`src/rtl/phy_seq_pkg.sv`:
```
package phy_seq_pkg;

  typedef enum logic [1:0] {
    OP_ADDR  = 2'd0,
    OP_WRITE = 2'd1,
    OP_READ  = 2'd2
  } cmd_op_e;

  typedef enum logic [3:0] {
    S_IDLE,
    S_RST_ADDR,
    S_RST_ADDR_WAIT,
    S_RST_WRITE,
    S_GAP,
    S_STAT_ADDR,
    S_STAT_ADDR_WAIT,
    S_READ,
    S_READ_WAIT,
    S_FINISH
  } seq_state_e;

  typedef struct packed {
    logic clearRun;
    logic issueRstAddr;
    logic issueRstWrite;
    logic issueStatAddr;
    logic issueRead;
    logic loadGap;
    logic tickGap;
    logic setTimeout;
    logic setLinkErr;
  } seq_strobe_t;

endpackage

```
`src/rtl/phy_seq_ctrl.sv`:
```
module phy_seq_ctrl
  import phy_seq_pkg::*;
(
  input  logic        clk,
  input  logic        rstN,
  input  logic        start,
  input  logic        cmdDone,
  input  logic        cmdErr,
  input  logic        gapDone,
  input  logic        lastPoll,
  input  logic        lockSeen,
  output seq_strobe_t stb,
  output logic        done
);

  seq_state_e state, nxt;

  always_ff @(posedge clk or negedge rstN) begin
    if (!rstN) state <= S_IDLE;
    else       state <= nxt;
  end

  always_comb begin
    stb = '0;
    nxt = state;
    case (state)
      S_IDLE: begin
        if (start) begin
          stb.clearRun = 1'b1;
          nxt = S_RST_ADDR;
        end
      end
      S_RST_ADDR: begin
        stb.issueRstAddr = 1'b1;
        nxt = S_RST_ADDR_WAIT;
      end
      S_RST_ADDR_WAIT: begin
        if (cmdDone) begin
          if (cmdErr) begin
            stb.setLinkErr = 1'b1;
            nxt = S_FINISH;
          end else begin
            nxt = S_RST_WRITE;
          end
        end
      end
      S_RST_WRITE: begin
        stb.issueRstWrite = 1'b1;
        stb.loadGap = 1'b1;
        nxt = S_GAP;
      end
      S_GAP: begin
        if (gapDone) nxt = S_STAT_ADDR;
        else         stb.tickGap = 1'b1;
      end
      S_STAT_ADDR: begin
        stb.issueStatAddr = 1'b1;
        nxt = S_STAT_ADDR_WAIT;
      end
      S_STAT_ADDR_WAIT: begin
        if (cmdDone) begin
          if (cmdErr) begin
            stb.setLinkErr = 1'b1;
            nxt = S_FINISH;
          end else begin
            nxt = S_READ;
          end
        end
      end
      S_READ: begin
        stb.issueRead = 1'b1;
        nxt = S_READ_WAIT;
      end
      S_READ_WAIT: begin
        if (cmdDone) begin
          if (cmdErr) begin
            stb.setLinkErr = 1'b1;
            nxt = S_FINISH;
          end else if (lockSeen) begin
            nxt = S_FINISH;
          end else if (lastPoll) begin
            stb.setTimeout = 1'b1;
            nxt = S_FINISH;
          end else begin
            stb.loadGap = 1'b1;
            nxt = S_GAP;
          end
        end
      end
      S_FINISH: nxt = S_IDLE;
      default:  nxt = S_IDLE;
    endcase
  end

  assign done = (state == S_FINISH);


  done_pulse_chk: assert property (@(posedge clk) disable iff (!rstN)
    done |=> !done);


  busy_start_chk: assert property (@(posedge clk) disable iff (!rstN)
    (state != S_IDLE && start) |=> (state != S_RST_ADDR));


  abort_chk: assert property (@(posedge clk) disable iff (!rstN)
    ((state == S_READ_WAIT || state == S_STAT_ADDR_WAIT) && cmdDone && cmdErr) |=> done);

endmodule

```
`src/rtl/phy_seq_dpath.sv`:
```
module phy_seq_dpath
  import phy_seq_pkg::*;
#(
  parameter int unsigned             DATA_W        = 16,
  parameter logic [DATA_W-1:0]       RST_REG_ADDR  = 'h7F3F,
  parameter logic [DATA_W-1:0]       RST_REG_VAL   = 'h0001,
  parameter logic [DATA_W-1:0]       STAT_REG_ADDR = 'h2003,
  parameter int unsigned             MAX_POLLS     = 10,
  parameter int unsigned             POLL_DELAY    = 64
) (
  input  logic              clk,
  input  logic              rstN,
  input  seq_strobe_t       stb,
  input  logic              lockBit,
  output logic              gapDone,
  output logic              lastPoll,
  output logic              lockSeen,
  output logic              cmdStart,
  output logic [1:0]        cmdOp,
  output logic [DATA_W-1:0] cmdData,
  output logic              timeoutErr,
  output logic              linkErr
);

  localparam int unsigned CNT_W = $clog2(MAX_POLLS + 1);
  localparam int unsigned GAP_W = (POLL_DELAY > 1) ? $clog2(POLL_DELAY) : 1;

  logic [CNT_W-1:0] pollCnt;
  logic [GAP_W-1:0] gapCnt;

  always_ff @(posedge clk or negedge rstN) begin
    if (!rstN) begin
      pollCnt <= '0;
    end else if (stb.clearRun) begin
      pollCnt <= '0;
    end else if (stb.issueRead) begin
      pollCnt <= pollCnt + 1'b1;
    end
  end

  always_ff @(posedge clk or negedge rstN) begin
    if (!rstN) begin
      gapCnt <= '0;
    end else if (stb.loadGap) begin
      gapCnt <= GAP_W'(POLL_DELAY - 1);
    end else if (stb.tickGap) begin
      gapCnt <= gapCnt - 1'b1;
    end
  end

  always_ff @(posedge clk or negedge rstN) begin
    if (!rstN) begin
      timeoutErr <= 1'b0;
      linkErr    <= 1'b0;
    end else if (stb.clearRun) begin
      timeoutErr <= 1'b0;
      linkErr    <= 1'b0;
    end else begin
      if (stb.setTimeout) timeoutErr <= 1'b1;
      if (stb.setLinkErr) linkErr    <= 1'b1;
    end
  end

  assign gapDone  = (gapCnt == '0);
  assign lastPoll = (pollCnt == CNT_W'(MAX_POLLS));
  assign lockSeen = lockBit;

  assign cmdStart = stb.issueRstAddr | stb.issueRstWrite | stb.issueStatAddr | stb.issueRead;

  always_comb begin
    cmdOp   = 2'(OP_ADDR);
    cmdData = '0;
    if (stb.issueRstAddr) begin
      cmdOp   = 2'(OP_ADDR);
      cmdData = RST_REG_ADDR;
    end else if (stb.issueRstWrite) begin
      cmdOp   = 2'(OP_WRITE);
      cmdData = RST_REG_VAL;
    end else if (stb.issueStatAddr) begin
      cmdOp   = 2'(OP_ADDR);
      cmdData = STAT_REG_ADDR;
    end else if (stb.issueRead) begin
      cmdOp   = 2'(OP_READ);
    end
  end


  poll_bound_chk: assert property (@(posedge clk) disable iff (!rstN)
    pollCnt <= CNT_W'(MAX_POLLS));


  gap_quiet_chk: assert property (@(posedge clk) disable iff (!rstN)
    (gapCnt != '0) |-> !cmdStart);


  cmd_pulse_chk: assert property (@(posedge clk) disable iff (!rstN)
    cmdStart |=> !cmdStart);


  flag_excl_chk: assert property (@(posedge clk) disable iff (!rstN)
    !(timeoutErr && linkErr));

endmodule

```
`src/rtl/phy_lock_seq.sv`:
```
module phy_lock_seq
  import phy_seq_pkg::*;
#(
  parameter int unsigned       DATA_W        = 16,
  parameter logic [DATA_W-1:0] RST_REG_ADDR  = 'h7F3F,
  parameter logic [DATA_W-1:0] RST_REG_VAL   = 'h0001,
  parameter logic [DATA_W-1:0] STAT_REG_ADDR = 'h2003,
  parameter int unsigned       LOCK_BIT      = 1,
  parameter int unsigned       MAX_POLLS     = 10,
  parameter int unsigned       POLL_DELAY    = 64
) (
  input  logic              clk,
  input  logic              rstN,
  input  logic              start,
  output logic              done,
  output logic              timeoutErr,
  output logic              linkErr,
  output logic              cmdStart,
  output logic [1:0]        cmdOp,
  output logic [DATA_W-1:0] cmdData,
  input  logic              cmdDone,
  input  logic              cmdErr,
  input  logic [DATA_W-1:0] cmdRdData
);

  seq_strobe_t stb;
  logic gapDone, lastPoll, lockSeen;

  phy_seq_ctrl u_ctrl (
    .clk      (clk),
    .rstN     (rstN),
    .start    (start),
    .cmdDone  (cmdDone),
    .cmdErr   (cmdErr),
    .gapDone  (gapDone),
    .lastPoll (lastPoll),
    .lockSeen (lockSeen),
    .stb      (stb),
    .done     (done)
  );

  phy_seq_dpath #(
    .DATA_W        (DATA_W),
    .RST_REG_ADDR  (RST_REG_ADDR),
    .RST_REG_VAL   (RST_REG_VAL),
    .STAT_REG_ADDR (STAT_REG_ADDR),
    .MAX_POLLS     (MAX_POLLS),
    .POLL_DELAY    (POLL_DELAY)
  ) u_dpath (
    .clk        (clk),
    .rstN       (rstN),
    .stb        (stb),
    .lockBit    (cmdRdData[LOCK_BIT]),
    .gapDone    (gapDone),
    .lastPoll   (lastPoll),
    .lockSeen   (lockSeen),
    .cmdStart   (cmdStart),
    .cmdOp      (cmdOp),
    .cmdData    (cmdData),
    .timeoutErr (timeoutErr),
    .linkErr    (linkErr)
  );

endmodule

```
`config.mk`:
```
export PLATFORM = sky130hd
export DESIGN_NAME = phy_lock_seq
export DESIGN_NICKNAME = d
export VERILOG_FILES = /design/src/rtl/phy_seq_pkg.sv /design/src/rtl/phy_seq_ctrl.sv /design/src/rtl/phy_seq_dpath.sv /design/src/rtl/phy_lock_seq.sv
export SDC_FILE = /design/constraint.sdc
export NUM_CORES = 1
export LEC_CHECK = 0
export BUFFER_PORTS_ARGS = -buffer_cell sky130_fd_sc_hd__clkbuf_2
export CORE_ASPECT_RATIO = 0.75
export CORE_MARGIN = 4
export CORE_UTILIZATION = 48
export DETAILED_ROUTE_END_ITERATION = 7
export PLACE_DENSITY = 0.79
export SLEW_MARGIN = 20
export SYNTH_ARGS = -nofsm -noshare
export SYNTH_HDL_FRONTEND = slang
export SYNTH_SLANG_ARGS = --single-unit
```
`constraint.sdc`:
```
create_clock -name clk -period 2.01 [get_ports clk]
set_clock_uncertainty 0.15 [all_clocks]
set_input_delay 0 -clock clk [delete_from_list [all_inputs] [get_ports clk]]
set_output_delay 0 -clock clk [all_outputs]
set_load 0.01 [all_outputs]
```
# --- After elaboration in Yosys (flattened, before gate mapping) ---
# Index checks and enable logic that the tools add are counted.
op_classes:
  addsub: 2
  eq_ne: 15
  muxes: 47
  n_bitwise: 3
  n_reduce_logical: 8
ops:
  columns: ["operator", "n"]
  rows:
  - ["two-way mux 4 bit", 12]
  - ["case mux 4 bit (9 select lines)", 1]
  - ["two-way mux 16 bit", 2]
  - ["two-way mux 1 bit", 22]
  - ["equality test 4 x 3 -> 1 bit (second input constant)", 4]
  - ["two-way mux 14 bit", 1]
  - ["equality test 4 bit (second input constant)", 3]
  - ["two-way mux 6 bit", 2]
  - ["two-way mux 2 bit", 5]
  - ["!= test 2 bit (second input constant)", 5]
  - ["equality test 4 x 2 -> 1 bit (second input constant)", 2]
  - ["nonzero test 2 bit", 4]
  - ["logical NOT 6 bit", 1]
  - ["subtractor 6 x 1 -> 6 bit (second input constant)", 1]
  - ["AND reduction 5 bit", 1]
  - ["adder 4 x 1 -> 4 bit (second input constant)", 1]
  - ["equality test 4 x 1 -> 1 bit (second input constant)", 1]
  - ["logical NOT 4 bit", 1]
  - ["case mux 1 bit (2 select lines)", 2]
  - ["bitwise OR 1 bit", 3]
  - ["OR reduction 2 bit", 1]
totals:
  ff_bits: 16
  input_bits: 21
  out_inout_bits: 22
  elab_cells: 80

# --- Longest topological paths before layout ---
# Gate-level depths: netlist of run 1.
logic_depth:
  depth_word: 8
  depth_mapped: 6
  ltp_nobuf: 6

# --- Hierarchy ---
# From an unflattened synthesis of run 1, not the netlist that was laid out.
unflattened:
  cells_unflattened: 125
  hier_area_um2: 1141.1
modules_own_cells:
  columns: ["mod", "n_inst", "cells_per_inst", "area_per_inst_um2", "seq_area_each_um2"]
  rows:
  - ["phy_seq_dpath", 1, 79, 737.0, 300.3]
  - ["phy_seq_ctrl", 1, 46, 404.1, 100.1]

# --- Worst setup path after synthesis of run 1 ---
# OpenSTA, ideal clock, no wires.
synth_timing:
  path_type: "reg2out"
  from: "register u_ctrl.state[0]"
  to: "output cmdData[10]"
  arrival_time_ns: 1.859
  required_time_ns: 1.860
  path_slack_ns: 0.001
  path_stages_with_launch: 5
  n_path_buf: 2
  cell_sequence: "dfrtp_1 -> clkbuf_1 -> nand2b_1 -> nor3_1 -> buf_4"
synth_via:
  elab_chain_len: 4
  elab_cells_between_ends: 6
  classes_between: "eq/ne: 2; mux: 4"
synth_rtl:
  columns: ["item", "line", "source"]
  rows:
  - ["start, declared", "phy_seq_ctrl.sv:16", "seq_state_e state, nxt;"]
  - ["start signal, assigned", "phy_seq_ctrl.sv:20", "else state <= nxt;"]
  - ["equality test 4 x 2 -> 1 bit", "phy_seq_ctrl.sv:26", "case (state)"]
  - ["two-way mux 1 bit", "phy_seq_ctrl.sv:26", null]
  - ["two-way mux 16 bit", "phy_seq_dpath.sv:76", "end else if (stb.issueRstWrite) begin"]
  - ["two-way mux 16 bit *", "phy_seq_dpath.sv:73", "if (stb.issueRstAddr) begin"]
  - ["end, declared", "phy_lock_seq.sv:20", "output logic [DATA_W-1:0] cmdData,"]
# Every way passes the cells marked *; elsewhere a longest branch is shown, timed or not.

# --- Worst setup path after layout of run 1 ---
layout_timing:
  from: "register u_dpath.gapCnt[0]"
  to: "register u_ctrl.state[3]"
layout_via:
  elab_chain_len: 3
layout_rtl:
  columns: ["item", "line", "source"]
  rows:
  - ["start, declared", "phy_seq_dpath.sv:29", "logic [GAP_W-1:0] gapCnt;"]
  - ["start signal, assigned", "phy_seq_dpath.sv:45", "gapCnt <= GAP_W'(POLL_DELAY - 1);"]
  - ["start signal, assigned", "phy_seq_dpath.sv:47", "gapCnt <= gapCnt - 1'b1;"]
  - ["logical NOT 6 bit", "phy_seq_dpath.sv:64", "assign gapDone = (gapCnt == '0);"]
  - ["!= test 2 bit (no line)", null, null]
  - ["AND reduction 5 bit (no line)", null, null]
# No other way between the ends.
# A chain may end at the register's enable or synchronous reset.

==> flow_metrics.env, run 1 <==
export IMPL_clkTransAtPathRegs_ns=0.09
export IMPL_finalNetCount=175
export IMPL_drv_cap=0
export IMPL_finalSetupViolations=0
export IMPL_power_per_cell_area_nw_per_um2=1363
export IMPL_tritoncts="yes"
export IMPL_worstPathMaxFanout=4
export IMPL_criticalPathCategory="flip-flop to flip-flop"
export IMPL_yosys_top_cells_area="dfrtp_1 36%, buf_4 8.8%, ha_1 4.5%"
export IMPL_track_usage=0.1544
export IMPL_num_fill_cells=180
export IMPL_start_util=0.5298
export IMPL_ys_seq_elements=16
export IMPL_max_freq_mhz=530.8
export IMPL_fp_dieW_um=63.62
export IMPL_via_count=919
export IMPL_grt_overflow=0
export IMPL_synth_seq_area_share=0.3596
export IMPL_ys_top_cells_by_count="16 x dfrtp_1, 13 x buf_4, 12 x nor2_1"
export IMPL_final_util=0.6071
export IMPL_synth_cells=126
export IMPL_synthToLayoutAreaGrowth_pct=14.61
export IMPL_grt_pass1_vias=909
export IMPL_synth_cell_type_count=37
export IMPL_crit_path_cell_trace="inv_1 -> ha_1 -> or4b_4 -> o21ai_2 -> a31oi_1 -> o32ai_1"
export IMPL_synthArstFlopShare=1.000
export IMPL_critical_path_required_ns=2.05
export IMPL_rr_worst_depth=6
export IMPL_slew_limit_headroom=0.5925
export IMPL_arrival_ns=1.92
export IMPL_cts_sinks=16
export IMPL_worstHoldPathType="input port to async pin"
export IMPL_core_area_sq_um=2102
export IMPL_antenna_found_initial=0
export IMPL_yosysMostFrequentCell="dfrtp_1"
export IMPL_finalCriticalPeriod_ns=1.884
export IMPL_syn_area_per_cell_sq_um=8.838
export IMPL_synth_top_area_frac=0.3596
export IMPL_slowest_delay_ns=0.50
export IMPL_tightest_slew_ns=0.6061
export IMPL_hpwlAfterDp_mm=1.693
export IMPL_p_leak_nw=0.6222
export IMPL_drt_iter0_markers=11
export IMPL_grt_max_degree=17
export IMPL_max_clock_path_buffers=2
export IMPL_ys_warn_count=0
export IMPL_rr_startpoint="u_dpath.gapCnt[0]$_DFFE_PN0P_"
export IMPL_min_period_over_period=0.9374
export IMPL_diodes=0
export IMPL_tns_ns=0
export IMPL_cts_root_buf="clkbuf_4"
export IMPL_drive_gt1_frac=0.2770
export IMPL_die_h_um=49.71
export IMPL_grt_pass1_wl_mm=3.912
export IMPL_row_count=14
export IMPL_r2r_end="u_ctrl.state[3]$_DFFE_PN0P_"
export IMPL_slowest_stage="or4b_4"
export IMPL_htreeDepth=1
export IMPL_clock_latency_ns=0.28
export IMPL_slew_violations=0
export IMPL_endpoint_kind="flip-flop"
export IMPL_wl_mm=2.266
export IMPL_synthFlopType="dfrtp_1"
export IMPL_dr_pass1_iters=4
export IMPL_place_congestion=0.7650
export IMPL_startpoint_type="flip-flop"
export IMPL_status="complete, no violations"
export IMPL_synth_edf_count=0
export IMPL_rsz0062_at_grt="false"
export IMPL_numCtsBuffers=3
export IMPL_rrSetupSlack_ns=0.13
export IMPL_ant_nets=0
export IMPL_hold_viol=0
export IMPL_syn_cell_area_sq_um=1114
export IMPL_portBuffers=24
export IMPL_ios=43
export IMPL_yosysTopAreaCell="dfrtp_1"
export IMPL_drc=0
export IMPL_ir_drop_v=0.0006702
export IMPL_drt_wirelength_per_cell_um=13.17
export IMPL_dieArea_sq_um=3162
export IMPL_vias_per_cell=5.343
[layout make-up]
| cell class | instances | area [sq um] | share of cell area |
|---|---|---|---|
| Sequential cell | 16 | 401.6 | 0.3147 |
| Tap cell | 24 | 30.03 | 0.02353 |
| Clock buffer | 3 | 22.52 | 0.01765 |
| Timing Repair Buffer | 35 | 212.7 | 0.1667 |
| Multi-Input combinational cell | 87 | 583.1 | 0.4569 |
| Inverter | 7 | 26.28 | 0.02059 |
[critical path: cells and delay by family, from the launching register on]
kind / cells / cell delay, ns
AND/OR/NAND/NOR: 1 / 0.50
AO/OA/AOI/OAI: 3 / 0.49
flip-flops: 1 / 0.38
adder cells (fa/ha/maj): 1 / 0.15
buffers and inverters: 1 / 0.12
[kinds of logic (layout without fill, tap and decap cells)]
kind of cell / count (synthesis) / in the layout / synth area share
AO/OA/AOI/OAI: 20 / 20 / 0.1214
flip-flops: 16 / 16 / 0.3595
other: 1 / 3 / 0.003368
adder cells (fa/ha/maj): 4 / 4 / 0.04495
buffers and inverters: 25 / 45 / 0.1303
AND/OR/NAND/NOR: 52 / 52 / 0.2742
multiplexers: 3 / 3 / 0.02697
XOR/XNOR: 5 / 5 / 0.03933
[worst max path at each step]
| stage | cells past startpoint | from | slack, ns | endpoint |
|---|---|---|---|---|
| final | 6 | u_dpath.gapCnt[0]$_DFFE_PN0P_ | 0.13 | u_ctrl.state[3]$_DFFE_PN0P_ |
| after global routing | 6 | u_dpath.gapCnt[0]$_DFFE_PN0P_ | 0.02 | u_ctrl.state[3]$_DFFE_PN0P_ |
| after CTS | 6 | u_dpath.gapCnt[0]$_DFFE_PN0P_ | 0.10 | u_dpath.gapCnt[5]$_DFFE_PN0P_ |
| after detailed placement | 6 | u_dpath.gapCnt[0]$_DFFE_PN0P_ | 0.12 | u_dpath.gapCnt[5]$_DFFE_PN0P_ |
| after global placement | 6 | u_dpath.gapCnt[0]$_DFFE_PN0P_ | 0.16 | u_dpath.gapCnt[5]$_DFFE_PN0P_ |
| after floorplan | 4 | u_ctrl.state[0]$_DFFE_PN0P_ | 0.001 | cmdData[10] |
[per-layer routing]
layer / vias to the layer above / track usage / part of all wire
li1: 464 / - / -
met1: 432 / 0.1681 / 0.44
met2: 19 / 0.2842 / 0.50
met3: 4 / 0.05455 / 0.040
met4: 0 / 0.03943 / 0.015
met5: - / 0 / 0
[cell usage in the layout, fill, tap and decap left out, types with 2 or more instances in the layout]
| cell type | n |
|---|---|
| clkbuf_2 | 24 |
| dfrtp_1 | 15 |
| nor2_1 | 12 |
| nand2_1 | 9 |
| inv_1 | 7 |
| buf_4 | 7 |
| nand2b_1 | 6 |
| nor3_1 | 5 |
| a31oi_1 | 5 |
| a21oi_1 | 4 |
| nand3_1 | 4 |
| ha_1 | 4 |
| dlygate4sd3_1 | 4 |
| and3_1 | 3 |
| mux2i_1 | 3 |
| xor2_1 | 3 |
| conb_1 | 3 |
| clkbuf_4 | 3 |
| nor3b_1 | 2 |
| nand3b_1 | 2 |
| o21ai_0 | 2 |
| o211ai_1 | 2 |
| xnor2_1 | 2 |
[sequential cells by signal, summed over array words and instances, names as in the netlist]
signal,cells
u_dpath.gapCnt,6
u_ctrl.state,4
u_dpath.pollCnt,4
u_dpath.linkErr,1
u_dpath.timeoutErr,1
[where the power goes]
group	leakage [nW]	total, W	switching, W	internal (W)
Combinational	0.417	0.00101	0.000562	0.000451
Clock	0.0138	0.000166	0.0000964	0.0000696
Sequential	0.191	0.000560	0.000131	0.000429
[metrics by stage]
stage | worst slack [ns] | cell area [sq um] | hold slack (ns) | power (W) | instances
after floorplan | 0.001072 | 1121 | -0.4456 | 0.001325 | 128
after global placement | 0.1624 | 1197 | -0.2078 | 0.001505 | 164
after detailed placement | 0.1162 | 1197 | -0.2075 | 0.001550 | 164
after CTS | 0.1021 | 1260 | 0.01417 | 0.001726 | 171
after global routing | 0.02397 | 1276 | 0.03520 | 0.001895 | 172
final | 0.1259 | 1276 | 0.01281 | 0.001739 | 172
[what timing repair did]
action                     CTS  global route
resized for setup            0             2
hold endpoints to repair    25             0
buffers inserted             0             1
setup endpoints to repair    0             1
hold buffers                 4             0
No activity file was read; power rests on OpenSTA's default activity.
==> run 2, diff against run 1 <==
- BUFFER_PORTS_ARGS: -buffer_cell sky130_fd_sc_hd__clkbuf_2 -> not set
- CORE_UTILIZATION: 48 -> 56
- DONT_BUFFER_PORTS: not set -> 1
- PLACE_DENSITY: 0.79 -> 0.71
==> run 2 against run 1 <==
  * Non-clock buffer count is 21 lower
  * Fmax shrank 0.12%
  * Register-to-register slack about the same
  * Sequential power barely moved
  * Clock power increased by 4%
  * Core utilization up 5.2 points
  * Sequential cell count is the same
  * Critical endpoint is now u_dpath.gapCnt[0]$_DFFE_PN0P_
  * Largest cell class unchanged
==> flow_metrics.env, run 2 (synthesis gave the netlist of run 1 again) <==
export IMPL_status="complete, no violations"
export IMPL_rsz0062_at_grt="false"
export IMPL_synthToLayoutAreaGrowth_pct=6.854
export IMPL_grt_max_degree=17
export IMPL_wl_mm=2.271
export IMPL_clock_latency_ns=0.30
export IMPL_finalSetupViolations=0
export IMPL_drc=0
export IMPL_max_freq_mhz=530.1
export IMPL_tightest_slew_ns=0.7091
export IMPL_start_util=0.6168
export IMPL_fp_dieW_um=59.49
export IMPL_slowest_stage="or4b_4"
export IMPL_min_period_over_period=0.9385
export IMPL_hpwlAfterDp_mm=1.672
export IMPL_drive_gt1_frac=0.1496
export IMPL_htreeDepth=1
export IMPL_regArea_sq_um=400.4
export IMPL_multi_input_comb_area_sq_um=588.1
export IMPL_slew_violations=0
export IMPL_hold_viol=0
export IMPL_final_common_cell="dfrtp_1"
export IMPL_criticalPathCategory="flip-flop to flip-flop"
export IMPL_drt_wirelength_per_cell_um=15.24
export IMPL_clkTransAtPathRegs_ns=0.09
export IMPL_startpoint_type="flip-flop"
export IMPL_antenna_found_initial=0
export IMPL_grt_pass1_wl_mm=3.822
export IMPL_place_congestion=0.8800
export IMPL_arrival_ns=1.91
export IMPL_tns_ns=0
export IMPL_dieArea_sq_um=2773
export IMPL_ant_nets=0
export IMPL_cts_setup_buffers=0
export IMPL_ir_drop_v=0.0008727
export IMPL_slew_limit_headroom=0.5257
export IMPL_p_leak_nw=0.5356
export IMPL_via_count=871
export IMPL_final_cell_mix="16 x dfrtp_1, 12 x nor2_1, 9 x nand2_1"
export IMPL_grt_overflow=0
export IMPL_num_fill_cells=152
export IMPL_rrSetupSlack_ns=0.12
export IMPL_max_clock_path_buffers=2
export IMPL_crit_buf_inv=1
export IMPL_tritoncts="yes"
export IMPL_top_regs="u_dpath.gapCnt x6, u_ctrl.state x4, u_dpath.pollCnt x4"
export IMPL_ios=43
export IMPL_endpoint_kind="flip-flop"
export IMPL_largest_reg_flops=6
export IMPL_numCtsBuffers=3
export IMPL_regMostFlops="u_dpath.gapCnt"
export IMPL_finalNetCount=154
export IMPL_track_usage=0.1880
export IMPL_drv_cap=0
export IMPL_vias_per_cell=5.846
export IMPL_portBuffers=0
export IMPL_dr_pass1_iters=4
export IMPL_cts_root_buf="clkbuf_4"
export IMPL_core_area_sq_um=1805
export IMPL_diodes=0
export IMPL_die_h_um=46.62
export IMPL_critical_path_required_ns=2.04
export IMPL_worstPathMaxFanout=7
export IMPL_cts_sinks=16
export IMPL_slowest_delay_ns=0.50
export IMPL_finalCriticalPeriod_ns=1.886
export IMPL_grt_pass1_vias=856
export IMPL_drt_iter0_markers=14
export IMPL_cp_top_family="simple AND/OR/NAND/NOR gates"
export IMPL_fin_hold_ws_ns=0.03556
export IMPL_crit_path_cell_trace="inv_1 -> ha_1 -> or4b_4 -> o21ai_4 -> xnor2_1 -> nand2_1"
export IMPL_worstHoldPathType="input port to async pin"
export IMPL_row_count=13
export IMPL_power_per_cell_area_nw_per_um2=1397
-- run 2: cell types whose count changed in the layout (fill, tap and decap cells not counted) --
cell           previous run  this run
nor3_1                    5         4
clkbuf_2                 24         0
dlygate4sd3_1             4         5
dfrtp_1                  15        16
buf_4                     7         8
nor3_2                    0         1
dfrtp_2                   1         0
buf_8                     0         1
-- run 2: layout make-up --
type	instances	area share
sequential	16	0.3365
inverter	7	0.02208
tap	22	0.02313
clock buffer	3	0.01893
timing repair buffer	14	0.1052
multi-input combinational	87	0.4942
-- run 2: routing by layer --
layer | vias to the layer above | GRT usage | share of wire
li1 | 426 | - | -
met5 | - | 0 | 0
met1 | 423 | 0.2254 | 0.45
met3 | 3 | 0.06162 | 0.053
met2 | 19 | 0.3159 | 0.49
met4 | 0 | 0.07080 | 0.0062
-- run 2: worst paths after layout --
kind	cells after the start	to	from
hold / removal	1	u_dpath.gapCnt[5]$_DFFE_PN0P_	rstN
max in group asynchronous	1	u_dpath.gapCnt[0]$_DFFE_PN0P_	rstN
min in group clk	2	u_dpath.gapCnt[1]$_DFFE_PN0P_	u_dpath.gapCnt[1]$_DFFE_PN0P_
hold reg to reg	2	u_dpath.gapCnt[1]$_DFFE_PN0P_	u_dpath.gapCnt[1]$_DFFE_PN0P_
setup / recovery	6	u_dpath.gapCnt[0]$_DFFE_PN0P_	u_dpath.gapCnt[0]$_DFFE_PN0P_
setup reg to reg	6	u_dpath.gapCnt[0]$_DFFE_PN0P_	u_dpath.gapCnt[0]$_DFFE_PN0P_
-- run 2: metrics by stage --
stage	total power (W)	instance area (sq um)	util	worst slack [ns]	cells
after floorplan	0.001325	1121	-	0.001072	128
after global placement	0.001420	1110	0.6147	0.1491	141
after detailed placement	0.001461	1110	0.6147	0.07485	141
after CTS	0.001656	1182	0.6549	0.05393	149
after global routing	0.001795	1190	0.6590	0.03169	149
final	0.001662	1190	0.6590	0.1236	149
-- run 2: repair_timing --
action / in CTS / in global routing
endpoints found under the hold margin: 32 / 0
gates resized for setup: 0 / 1
hold buffers: 5 / 0
setup endpoints to repair: 0 / 1
-- run 2: where the power goes --
part / leakage, nW / switching, W / internal (W) / total (W)
Sequential: 0.193 / 0.000136 / 0.000427 / 0.000563
Combinational: 0.329 / 0.000547 / 0.000380 / 0.000927
Clock: 0.0138 / 0.000103 / 0.0000699 / 0.000173
